### config.mk
export PLATFORM = sky130hd
export DESIGN_NAME = victim_picker
export DESIGN_NICKNAME = d
export VERILOG_FILES = /design/src/rtl/rp_pkg.sv /design/src/rtl/rp_lfsr.sv /design/src/rtl/rp_mru_table.sv /design/src/rtl/rp_pick.sv /design/src/rtl/victim_picker.sv
export SDC_FILE = /design/constraint.sdc
export NUM_CORES = 1
export LEC_CHECK = 0
export BUFFER_PORTS_ARGS = -buffer_cell sky130_fd_sc_hd__buf_2
export CORE_UTILIZATION = 35
export DETAILED_ROUTE_END_ITERATION = 6
export SLEW_MARGIN = 40
export SYNTH_ARGS = -nofsm -noshare
export SYNTH_HDL_FRONTEND = slang
export SYNTH_HIERARCHICAL = 1
export SYNTH_SLANG_ARGS = --single-unit
### constraint.sdc
create_clock -name clk -period 5.5 [get_ports clk]
set_input_delay 0.55 -clock clk [delete_from_list [all_inputs] [get_ports clk]]
set_output_delay 0.55 -clock clk [all_outputs]
set_load 0.02 [all_outputs]
### src/rtl/rp_pkg.sv
// Shared constants and helpers for the victim selector.
// Assumes a 16-bit Fibonacci shift register with taps at bits 15,13,12,10.
package rp_pkg;
    localparam int          RND_W    = 16;
    localparam logic [15:0] RND_SEED = 16'hACE1;

    // Next state of the maximal-length shift register.
    function automatic logic [RND_W-1:0] rnd_step(input logic [RND_W-1:0] s);
        return {s[RND_W-2:0], s[15] ^ s[13] ^ s[12] ^ s[10]};
    endfunction
endpackage

### src/rtl/rp_lfsr.sv
// Free-running pseudo-random source.
// Loads SEED during reset and advances once per clock afterwards.
// Assumes SEED is nonzero, so the register never reaches the all-zero lock state.
module rp_lfsr
    import rp_pkg::*;
#(
    parameter logic [RND_W-1:0] SEED = RND_SEED
) (
    input  logic             clk,
    input  logic             rst_n,
    output logic [RND_W-1:0] rnd_q
);
    // Step the register every cycle once reset is released.
    always_ff @(posedge clk) begin
        if (!rst_n) rnd_q <= SEED;
        else        rnd_q <= rnd_step(rnd_q);
    end
endmodule

### src/rtl/rp_mru_table.sv
// Per-set store of the most recently used way, log2(WAYS) bits per set.
// A hit write overrides a fill write that targets the same set in the same cycle.
// The read port is combinational and returns the value held before this cycle's writes.
module rp_mru_table #(
    parameter int WAYS  = 4,
    parameter int SETS  = 16,
    localparam int WAY_W = $clog2(WAYS),
    localparam int SET_W = $clog2(SETS)
) (
    input  logic             clk,
    input  logic             rst_n,
    input  logic             hit_we,
    input  logic [SET_W-1:0] hit_set,
    input  logic [WAY_W-1:0] hit_way,
    input  logic             fill_we,
    input  logic [SET_W-1:0] fill_set,
    input  logic [WAY_W-1:0] fill_way,
    input  logic [SET_W-1:0] rd_set,
    output logic [WAY_W-1:0] rd_mru
);
    logic [WAY_W-1:0] mru_q [SETS];

    // Record the newest way per set; the hit takes priority over the fill.
    always_ff @(posedge clk) begin
        for (int s = 0; s < SETS; s++) begin
            if (!rst_n)
                mru_q[s] <= '0;
            else if (hit_we && hit_set == SET_W'(s))
                mru_q[s] <= hit_way;
            else if (fill_we && fill_set == SET_W'(s))
                mru_q[s] <= fill_way;
        end
    end

    // Read the stored way of the set under lookup.
    always_comb rd_mru = mru_q[rd_set];
endmodule

### src/rtl/rp_pick.sv
// Combinational victim choice for one set.
// An empty way wins first, lowest index first. Otherwise the random draw is
// used, moved one way up (with wrap) when it hits the recorded MRU way.
// For two ways the full-set choice collapses to the inverse of the MRU way.
module rp_pick #(
    parameter int WAYS  = 4,
    localparam int WAY_W = $clog2(WAYS)
) (
    input  logic [WAYS-1:0]  way_valid,
    input  logic [WAY_W-1:0] mru,
    input  logic [WAY_W-1:0] draw,
    output logic [WAY_W-1:0] victim
);
    logic [WAY_W-1:0] full_pick;
    logic [WAY_W-1:0] empty_pick;
    logic             has_empty;

    generate
        if (WAYS == 2) begin : g_two
            // Only one way differs from the MRU way.
            always_comb full_pick = ~mru;
        end else begin : g_many
            // Take the draw unless it collides; then step past the MRU way.
            always_comb full_pick = (draw == mru) ? mru + WAY_W'(1) : draw;
        end
    endgenerate

    // Find the lowest-numbered empty way.
    always_comb begin
        empty_pick = '0;
        has_empty  = 1'b0;
        for (int i = WAYS - 1; i >= 0; i--) begin
            if (!way_valid[i]) begin
                empty_pick = WAY_W'(i);
                has_empty  = 1'b1;
            end
        end
    end

    // An empty way beats any random choice.
    always_comb victim = has_empty ? empty_pick : full_pick;
endmodule

### src/rtl/victim_picker.sv
// Replacement victim selector: random choice that excludes the per-set MRU way.
// Assumes the controller presents the addressed set's valid bits with each
// request, and that at most one lookup and one fill arrive per cycle.
// The victim is registered and is presented one cycle after the miss.
module victim_picker
    import rp_pkg::*;
#(
    parameter int WAYS  = 4,
    parameter int SETS  = 16,
    localparam int WAY_W = $clog2(WAYS),
    localparam int SET_W = $clog2(SETS)
) (
    input  logic             clk,
    input  logic             rst_n,
    input  logic             req_vld,
    input  logic             req_hit,
    input  logic [SET_W-1:0] req_set,
    input  logic [WAY_W-1:0] req_way,
    input  logic [WAYS-1:0]  way_valid,
    input  logic             fill_vld,
    input  logic [SET_W-1:0] fill_set,
    input  logic [WAY_W-1:0] fill_way,
    output logic [WAY_W-1:0] victim_way,
    output logic             victim_vld
);
    logic [RND_W-1:0] lfsr_q;
    logic [WAY_W-1:0] mru_rd;
    logic [WAY_W-1:0] pick;
    logic             miss;

    // A lookup that did not hit needs a victim.
    always_comb miss = req_vld && !req_hit;

    rp_lfsr #(.SEED(RND_SEED)) u_rnd (
        .clk   (clk),
        .rst_n (rst_n),
        .rnd_q (lfsr_q)
    );

    rp_mru_table #(.WAYS(WAYS), .SETS(SETS)) u_mru (
        .clk      (clk),
        .rst_n    (rst_n),
        .hit_we   (req_vld && req_hit),
        .hit_set  (req_set),
        .hit_way  (req_way),
        .fill_we  (fill_vld),
        .fill_set (fill_set),
        .fill_way (fill_way),
        .rd_set   (req_set),
        .rd_mru   (mru_rd)
    );

    rp_pick #(.WAYS(WAYS)) u_pick (
        .way_valid (way_valid),
        .mru       (mru_rd),
        .draw      (lfsr_q[WAY_W-1:0]),
        .victim    (pick)
    );

    // Register the choice; hold the last victim between misses.
    always_ff @(posedge clk) begin
        if (!rst_n) begin
            victim_vld <= 1'b0;
            victim_way <= '0;
        end else begin
            victim_vld <= miss;
            if (miss) victim_way <= pick;
        end
    end
endmodule

==> qor.yml, run 1 <==
crit_path_max_fanout: 16
vias_per_cell: 5.37
gr-usage-all-layers_pct: 16.2
final_hold_viol_count: 0
number_of_pins_with_negative_max_slew_slack_in_the_final_report: 0
ioPinCount: 24
drcViolationCount: 0
effective_utilization_at_floorplan_pct: 36.5
syn-cell-area_um2: 2840
postSynthNetCount: 289
timing.critical_path.to_type: "flop"
yosys.area.top_type: "sky130_fd_sc_hd__edfxtp_1"
antenna_found_initial: 0
crit_path_max_incr_delay_ps: 550
cts_post_setup_buffers_inserted: 0
finalCriticalPeriod_ps: 2330
die-area_um2: 8470
grt_first_pass_wirelength_mm: 10.5
vdd_ir_max_uv: 105
hold_ws_ps: 417
instances_no_fill: 388
floorplan_core_area_um2: 7770
post_cts_resized: 0
hp-start: "u_rnd/rnd_q[14]$_SDFF_PN0_"
synth_enable_flop_cells: 32
flop2flop_setup_slack_ps: 3350
cp-start-kind: "input port"
drt_first_pass_iters: 5
timing_worst_setup_path_type: "in -> reg"
area.growth.synth_to_final_pct: 10.2
clockBufferDepth: 2
clock.fmax_mhz: 429
cp.arrival_ps: 2580
synth.lib_cells_used.distinct: 38
power-per-cell-area_nw_per_um2: 245
period_share_pct: 42.4
cts_num_sinks: 51
drt_iter0_drc: 208
post-synth-top-count-cell: "sky130_fd_sc_hd__nand2_1"
dpl.hpwl_mm: 4.59
gpl.final_weighted_congestion: 0.848
worst_r2r_startpoint: "u_mru/mru_q[3][1]$_DFFE_PP_"
yosys-top-cells-count: "sky130_fd_sc_hd__nand2_1, sky130_fd_sc_hd__edfxtp_1, sky130_fd_sc_hd__mux2i_1"
remaining_antenna_violation_count_after_routing: 0
dieWidth_um: 92.0
syn-mean-instance-area_um2: 10.6
io_buffers: 23
worst_path_dominant_cell_family: "multiplexers"
worst-r2r-cell-count: 8
num_antenna_cells: 0
post_layout_nets: 306
asyncSetResetFlopFracSynth_pct: 0
outcome: "finished, final reports clean"
beginning_of_the_critical_path: "req_set[0]"
grt.overflow.total: 0
slowest_cell_on_the_critical_path: "sky130_fd_sc_hd__mux4_2"
grt_pass1_vias: 2079
worst-path-stages: 9
worst_hold_path_type: "reg -> reg"
clock-skew-final_ps: 13.8
max_slew_margin_pct: 48.2
ys_seq_elements: 51
leakagePower_nw: 1.15
crit_path_cell_trace: "buf_2, mux4_2, a22oi_1, nand3_1, xnor2_1, and3_1, o32ai_1, nand2_1, mux2i_1"
number_of_buffers_inserted_during_clock_tree_synthesis: 5
final_layout_size_suffix_gt1_share_pct: 14.7
synth.area.top_cells: "sky130_fd_sc_hd__edfxtp_1, sky130_fd_sc_hd__dfxtp_1, sky130_fd_sc_hd__mux2i_1"
routed_wl_mm: 6.52
worst_path_buffer_plus_inverter_count: 1
die_y_um: 92.0
rows: 32
postSynthCellCount: 268
cts_tree: "built"
post-route-cell-area_um2: 3130
detailed_place.area_um2: 3010
clk_pin_slew_worst_paths_ps: 100
grt_max_degree: 50
worst_skew_late_latency_ps: 320
holdBufCountCts: 0
worst_setup_path_endpoint: "victim_way[0]$_SDFFE_PN0P_"
sequential_cell_area_fraction_in_the_yosys_report_pct: 47.3
rsz0062_at_grt: "false"
placed_cells_incl_taps: 379
crit_required_ps: 5750
htreeDepth: 2
crit_reg_reg_endpoint: "victim_way[0]$_SDFFE_PN0P_"
yosysWarningCount: 6
vias: 2084
worst-slew-pin-transition_ps: 767
timing.max_cap.violations: 0
clock_tree.root_cell: "sky130_fd_sc_hd__clkbuf_8"
setup-tns-final_ps: 0
yosysTopAreaCellShare_pct: 33.9
wl_per_cell_um: 16.8
synth_top_flop_cell: "sky130_fd_sc_hd__edfxtp_1"
setup_viol_count_final: 0
-- flip-flops by register name (all words and copies together), names as in the netlist --
name and count:
victim_vld 1, victim_way 2, u_rnd/rnd_q 16, u_mru/mru_q 32
-- metrics by stage --
step                utilization (%)  worst slack [ps]  power, mW
floorplan                         -              3240      0.514
global placement               38.7              2910      0.546
detailed placement             38.7              2820      0.548
CTS                            39.9              3140      0.769
global route                   40.2              3010      0.798
finish                         40.2              3170      0.767
-- worst reg2reg max path, stage by stage, from the launching register on --
cell	delay, ps
sky130_fd_sc_hd__edfxtp_1	430
sky130_fd_sc_hd__mux4_2	490
sky130_fd_sc_hd__a22oi_1	210
sky130_fd_sc_hd__nand3_1	130
sky130_fd_sc_hd__xnor2_1	160
sky130_fd_sc_hd__and3_1	180
sky130_fd_sc_hd__o32ai_1	270
sky130_fd_sc_hd__nand2_1	80
sky130_fd_sc_hd__mux2i_1	140
-- placed cells by master, fill, tap and decap left out, types with 6 or more instances in the layout --
cell / count
sky130_fd_sc_hd__nand3b_1: 6
sky130_fd_sc_hd__mux2i_1: 29
sky130_fd_sc_hd__buf_2: 23
sky130_fd_sc_hd__nand2_1: 58
sky130_fd_sc_hd__nand2b_1: 8
sky130_fd_sc_hd__dfxtp_1: 19
sky130_fd_sc_hd__nor2_1: 12
sky130_fd_sc_hd__edfxtp_1: 32
sky130_fd_sc_hd__nor2b_1: 6
sky130_fd_sc_hd__nand3_1: 14
sky130_fd_sc_hd__and2_1: 9
sky130_fd_sc_hd__a22oi_1: 7
-- cell families after synthesis --
| group | count (synthesis) | synth area share, % |
|---|---|---|
| AOI/OAI and AO/OA | 23 | 5.91 |
| xor gates and xnor gates | 4 | 1.24 |
| buffers and inverters | 17 | 3.04 |
| DFF | 51 | 47.3 |
| muxes | 37 | 17.1 |
| and+or+nand+nor | 136 | 25.4 |
-- worst min-delay path by stage --
stage | end | cells past startpoint
after CTS | u_rnd/rnd_q[15]$_SDFF_PN1_ | 1
after floorplan | u_rnd/rnd_q[10]$_SDFF_PN1_ | 1
after global routing | u_rnd/rnd_q[10]$_SDFF_PN1_ | 1
after global placement | u_rnd/rnd_q[10]$_SDFF_PN1_ | 1
final | u_rnd/rnd_q[15]$_SDFF_PN1_ | 1
after detailed placement | u_rnd/rnd_q[15]$_SDFF_PN1_ | 1
-- cell type report --
class	instances	area, µm²
Clock buffer	5	68.8
Clock inverter	3	21.3
Fill cell	796	4640
Inverter	2	7.51
Multi-Input combinational cell	200	1410
Sequential cell	51	1340
Tap cell	102	128
Timing Repair Buffer	25	150
-- power breakdown --
group	switching, mW	leakage [nW]	internal, mW	total (mW)
clock	0.133	0.0494	0.0920	0.225
sequential	0.00959	0.466	0.431	0.441
combinational	0.0591	0.638	0.0421	0.101
-- routing by layer --
layer  global-route usage (%)  share of wire [%]  up-vias
met3                     3.15                3.6        9
li1                         -                  -     1010
met1                     20.4                 47     1010
met2                     27.4                 48       55
met4                     5.99                1.6        0
met5                        0                  0        -
Power figures use the tool's default switching activity.
==> run 2, diff against run 1 <==
ABC_AREA = 1   (was not set)
clock period = 2.07 ns   (was 5.5 ns; I/O delays follow)
==> run 2 against run 1 <==
Net effect: worst setup slack got worse by 2600 ps; total power increased to 2.7 times the previous value; flip-flop and latch count unchanged; sequential share of layout area decreased by 4.8 points; die area increased by 15%; sequential power increased to 2.7 times the previous value; synthesized area increased by 15%; clock skew decreased by 9.3 ps; non-clock buffer count increased by 3; cell area increased by 13%; critical endpoint is now victim_way[1]$_SDFFE_PN0P_.
==> qor.yml, run 2 <==
power_switching_share_pct: 28.9
yosysWarningCount: 6
synth_top_flop_cell: "sky130_fd_sc_hd__edfxtp_1"
io_buffers: 23
report.power.total_mw: 2.09
postLayoutCoreUtil_pct: 39.7
number_of_buffers_inserted_during_clock_tree_synthesis: 5
cp.arrival_ps: 1730
postSynthCellCount: 474
ys_seq_elements: 51
rows: 34
clock.fmax_mhz: 658
yosysTopAreaCellShare_pct: 29.5
grt_pass1_vias: 2741
synth_enable_flop_cells: 32
synth.lib_cells_used.distinct: 24
clockBufferDepth: 2
remaining_antenna_violation_count_after_routing: 0
grt_first_pass_wirelength_mm: 13.4
routed_wl_mm: 7.89
largestRegisters: "u_mru/mru_q x32, u_rnd/rnd_q x16, victim_way x2"
hold_ws_ps: 218
pwr-share-clk_pct: 27.6
share_seq_of_total_power_pct: 56.2
antenna_found_initial: 0
syn-cell-area_um2: 3260
cp-start-kind: "flop"
yosys-top-cells-count: "sky130_fd_sc_hd__nand2_1, sky130_fd_sc_hd__inv_1, sky130_fd_sc_hd__nand3_1"
setup_viol_count_final: 0
number_of_pins_with_negative_max_slew_slack_in_the_final_report: 0
dominant_combinational_cell_family_by_area_after_synthesis: "simple AND/OR/NAND/NOR gates"
multiInputGateArea_um2: 1460
crit_required_ps: 2280
cts_num_sinks: 51
crit_reg_reg_endpoint: "victim_way[1]$_SDFFE_PN0P_"
holdBufCountCts: 0
final-seq-area_um2: 1340
htreeDepth: 2
vias_per_cell: 4.83
synthMuxAreaShare_pct: 0
dpl.hpwl_mm: 6.20
worst_r2r_startpoint: "u_mru/mru_q[5][0]$_DFFE_PP_"
synth.area.top_cells: "sky130_fd_sc_hd__edfxtp_1, sky130_fd_sc_hd__nand2_1, sky130_fd_sc_hd__dfxtp_1"
beginning_of_the_critical_path: "u_mru/mru_q[5][0]$_DFFE_PP_"
syn-mean-instance-area_um2: 6.88
vias: 2906
outcome: "finished, final reports clean"
power-per-cell-area_nw_per_um2: 593
crit_path_max_fanout: 3
worst-r2r-cell-count: 14
num_antenna_cells: 0
final_hold_viol_count: 0
timing.critical_path.to_type: "flop"
drcViolationCount: 0
power.switching_mw: 0.603
worst_setup_path_endpoint: "victim_way[1]$_SDFFE_PN0P_"
post_synth_and_or_nand_nor_area_fraction_pct: 42.0
ioPinCount: 24
cts_tree: "built"
vdd_ir_max_uv: 306
most_common_cell_after_layout_fill_and_taps_aside: "sky130_fd_sc_hd__nand2_1"
post-synth-top-count-cell: "sky130_fd_sc_hd__nand2_1"
area_fraction_in_compound_gates_after_synthesis_pct: 2.84
worst-slew-pin-transition_ps: 359
floorplan_core_area_um2: 8850
grt.overflow.total: 0
combPwrFrac_pct: 16.2
flop2flop_setup_slack_ps: 550
asyncSetResetFlopFracSynth_pct: 0
registers.top_by_ff_count: "u_mru/mru_q"
drt_iter0_drc: 261
die-area_um2: 9700
clock_tree.root_cell: "sky130_fd_sc_hd__clkbuf_8"
post_layout_nets: 514
yosys.area.top_type: "sky130_fd_sc_hd__edfxtp_1"
period_share_pct: 73.4
highest_count_cells_in_the_layout_ignoring_fill_and_taps: "sky130_fd_sc_hd__nand2_1, sky130_fd_sc_hd__inv_1, sky130_fd_sc_hd__nand3_1"
leakagePower_nw: 1.84
max_slew_margin_pct: 75.9
drt_first_pass_iters: 5
rsz0062_at_grt: "false"
synthAdderAreaFrac_pct: 0
cts_post_setup_buffers_inserted: 0
postSynthNetCount: 495
dieWidth_um: 98.5
post_cts_resized: 0
largest_reg_flops: 32
effective_utilization_at_floorplan_pct: 36.8
intPower_mw: 1.48
wl_per_cell_um: 13.1
gr-usage-all-layers_pct: 17.6
worst_skew_late_latency_ps: 300
placed_cells_incl_taps: 594
setup-tns-final_ps: 0
timing.max_cap.violations: 0
instances_no_fill: 602
clk_pin_slew_worst_paths_ps: 90
final_layout_size_suffix_gt1_share_pct: 17.0
finalCriticalPeriod_ps: 1520
area.growth.synth_to_final_pct: 7.91
grt_max_degree: 27
die_y_um: 98.5
worst_hold_path_type: "in -> reg"
synth_xor_xnor_area_share_pct: 0
fillers: 949
clock-skew-final_ps: 4.45
gpl.final_weighted_congestion: 0.839
timing_worst_setup_path_type: "reg -> reg"
sequential_cell_area_fraction_in_the_yosys_report_pct: 41.2
## run 2: metal layers
| metal | GRT usage [%] | up-vias | wire length, µm |
|---|---|---|---|
| met5 | 0 | - | 0 |
| met4 | 5.74 | 0 | 124 |
| met3 | 1.99 | 9 | 400 |
| met2 | 30.9 | 91 | 3880 |
| met1 | 22.6 | 1312 | 3480 |
| li1 | - | 1494 | - |
## run 2: how the worst min path moves through the flow
stage	from	end	slack, ps	depth (start not counted)
2_1_floorplan	rst_n	victim_way[0]$_SDFFE_PN0P_	330	2
3_3_place_gp	u_rnd/rnd_q[9]$_SDFF_PN0_	u_rnd/rnd_q[10]$_SDFF_PN1_	380	2
3_5_place_dp	u_rnd/rnd_q[9]$_SDFF_PN0_	u_rnd/rnd_q[10]$_SDFF_PN1_	390	2
4_1_cts	req_hit	victim_way[0]$_SDFFE_PN0P_	210	4
5_1_grt	req_vld	victim_vld$_SDFF_PN0_	230	2
6_report	req_hit	victim_way[0]$_SDFFE_PN0P_	220	4
## run 2: worst max-delay path: stages, from the launching register on
cell and delay, ps:
sky130_fd_sc_hd__edfxtp_1 430, sky130_fd_sc_hd__inv_1 70, sky130_fd_sc_hd__nand2_1 60, sky130_fd_sc_hd__nand3_1 120, sky130_fd_sc_hd__nand3_1 90, sky130_fd_sc_hd__nand3_1 70, sky130_fd_sc_hd__nand2_1 100, sky130_fd_sc_hd__nand3_2 80
sky130_fd_sc_hd__nand2_1 40, sky130_fd_sc_hd__o21bai_1 110, sky130_fd_sc_hd__inv_1 50, sky130_fd_sc_hd__inv_1 50, sky130_fd_sc_hd__nand3_1 50, sky130_fd_sc_hd__nand2_1 60, sky130_fd_sc_hd__nor2_1 40
## run 2: cell type report
| class | instances | share of cell area [%] |
|---|---|---|
| tap | 108 | 3.84 |
| multi-input combinational | 317 | 41.6 |
| clock inverter | 3 | 0.534 |
| sequential | 51 | 38.1 |
| inverter | 90 | 9.61 |
| clock buffer | 5 | 1.96 |
| timing repair buffer | 28 | 4.34 |
## run 2: cells by family (layout without fill, tap and decap cells)
| family | Yosys count | in the layout |
|---|---|---|
| flip-flops | 51 | 51 |
| AO/OA/AOI/OAI | 18 | 18 |
| AND/OR/NAND/NOR | 299 | 299 |
| buffers and inverters | 106 | 126 |
## run 2: per-stage QoR
stage               setup slack, ps  instance area [µm²]
floorplan                       630                 3260
global placement                437                 3430
detailed placement              394                 3430
CTS                             551                 3520
global route                    355                 3520
finish                          551                 3520
## run 2: power by group through the flow
stage / Sequential, mW / Clock, mW / Combinational, mW
2_1_floorplan: 1.19 / 0 / 0.244
3_3_place_gp: 1.20 / 0 / 0.330
3_5_place_dp: 1.20 / 0 / 0.336
4_1_cts: 1.17 / 0.595 / 0.338
5_1_grt: 1.18 / 0.645 / 0.386
6_report: 1.17 / 0.576 / 0.338
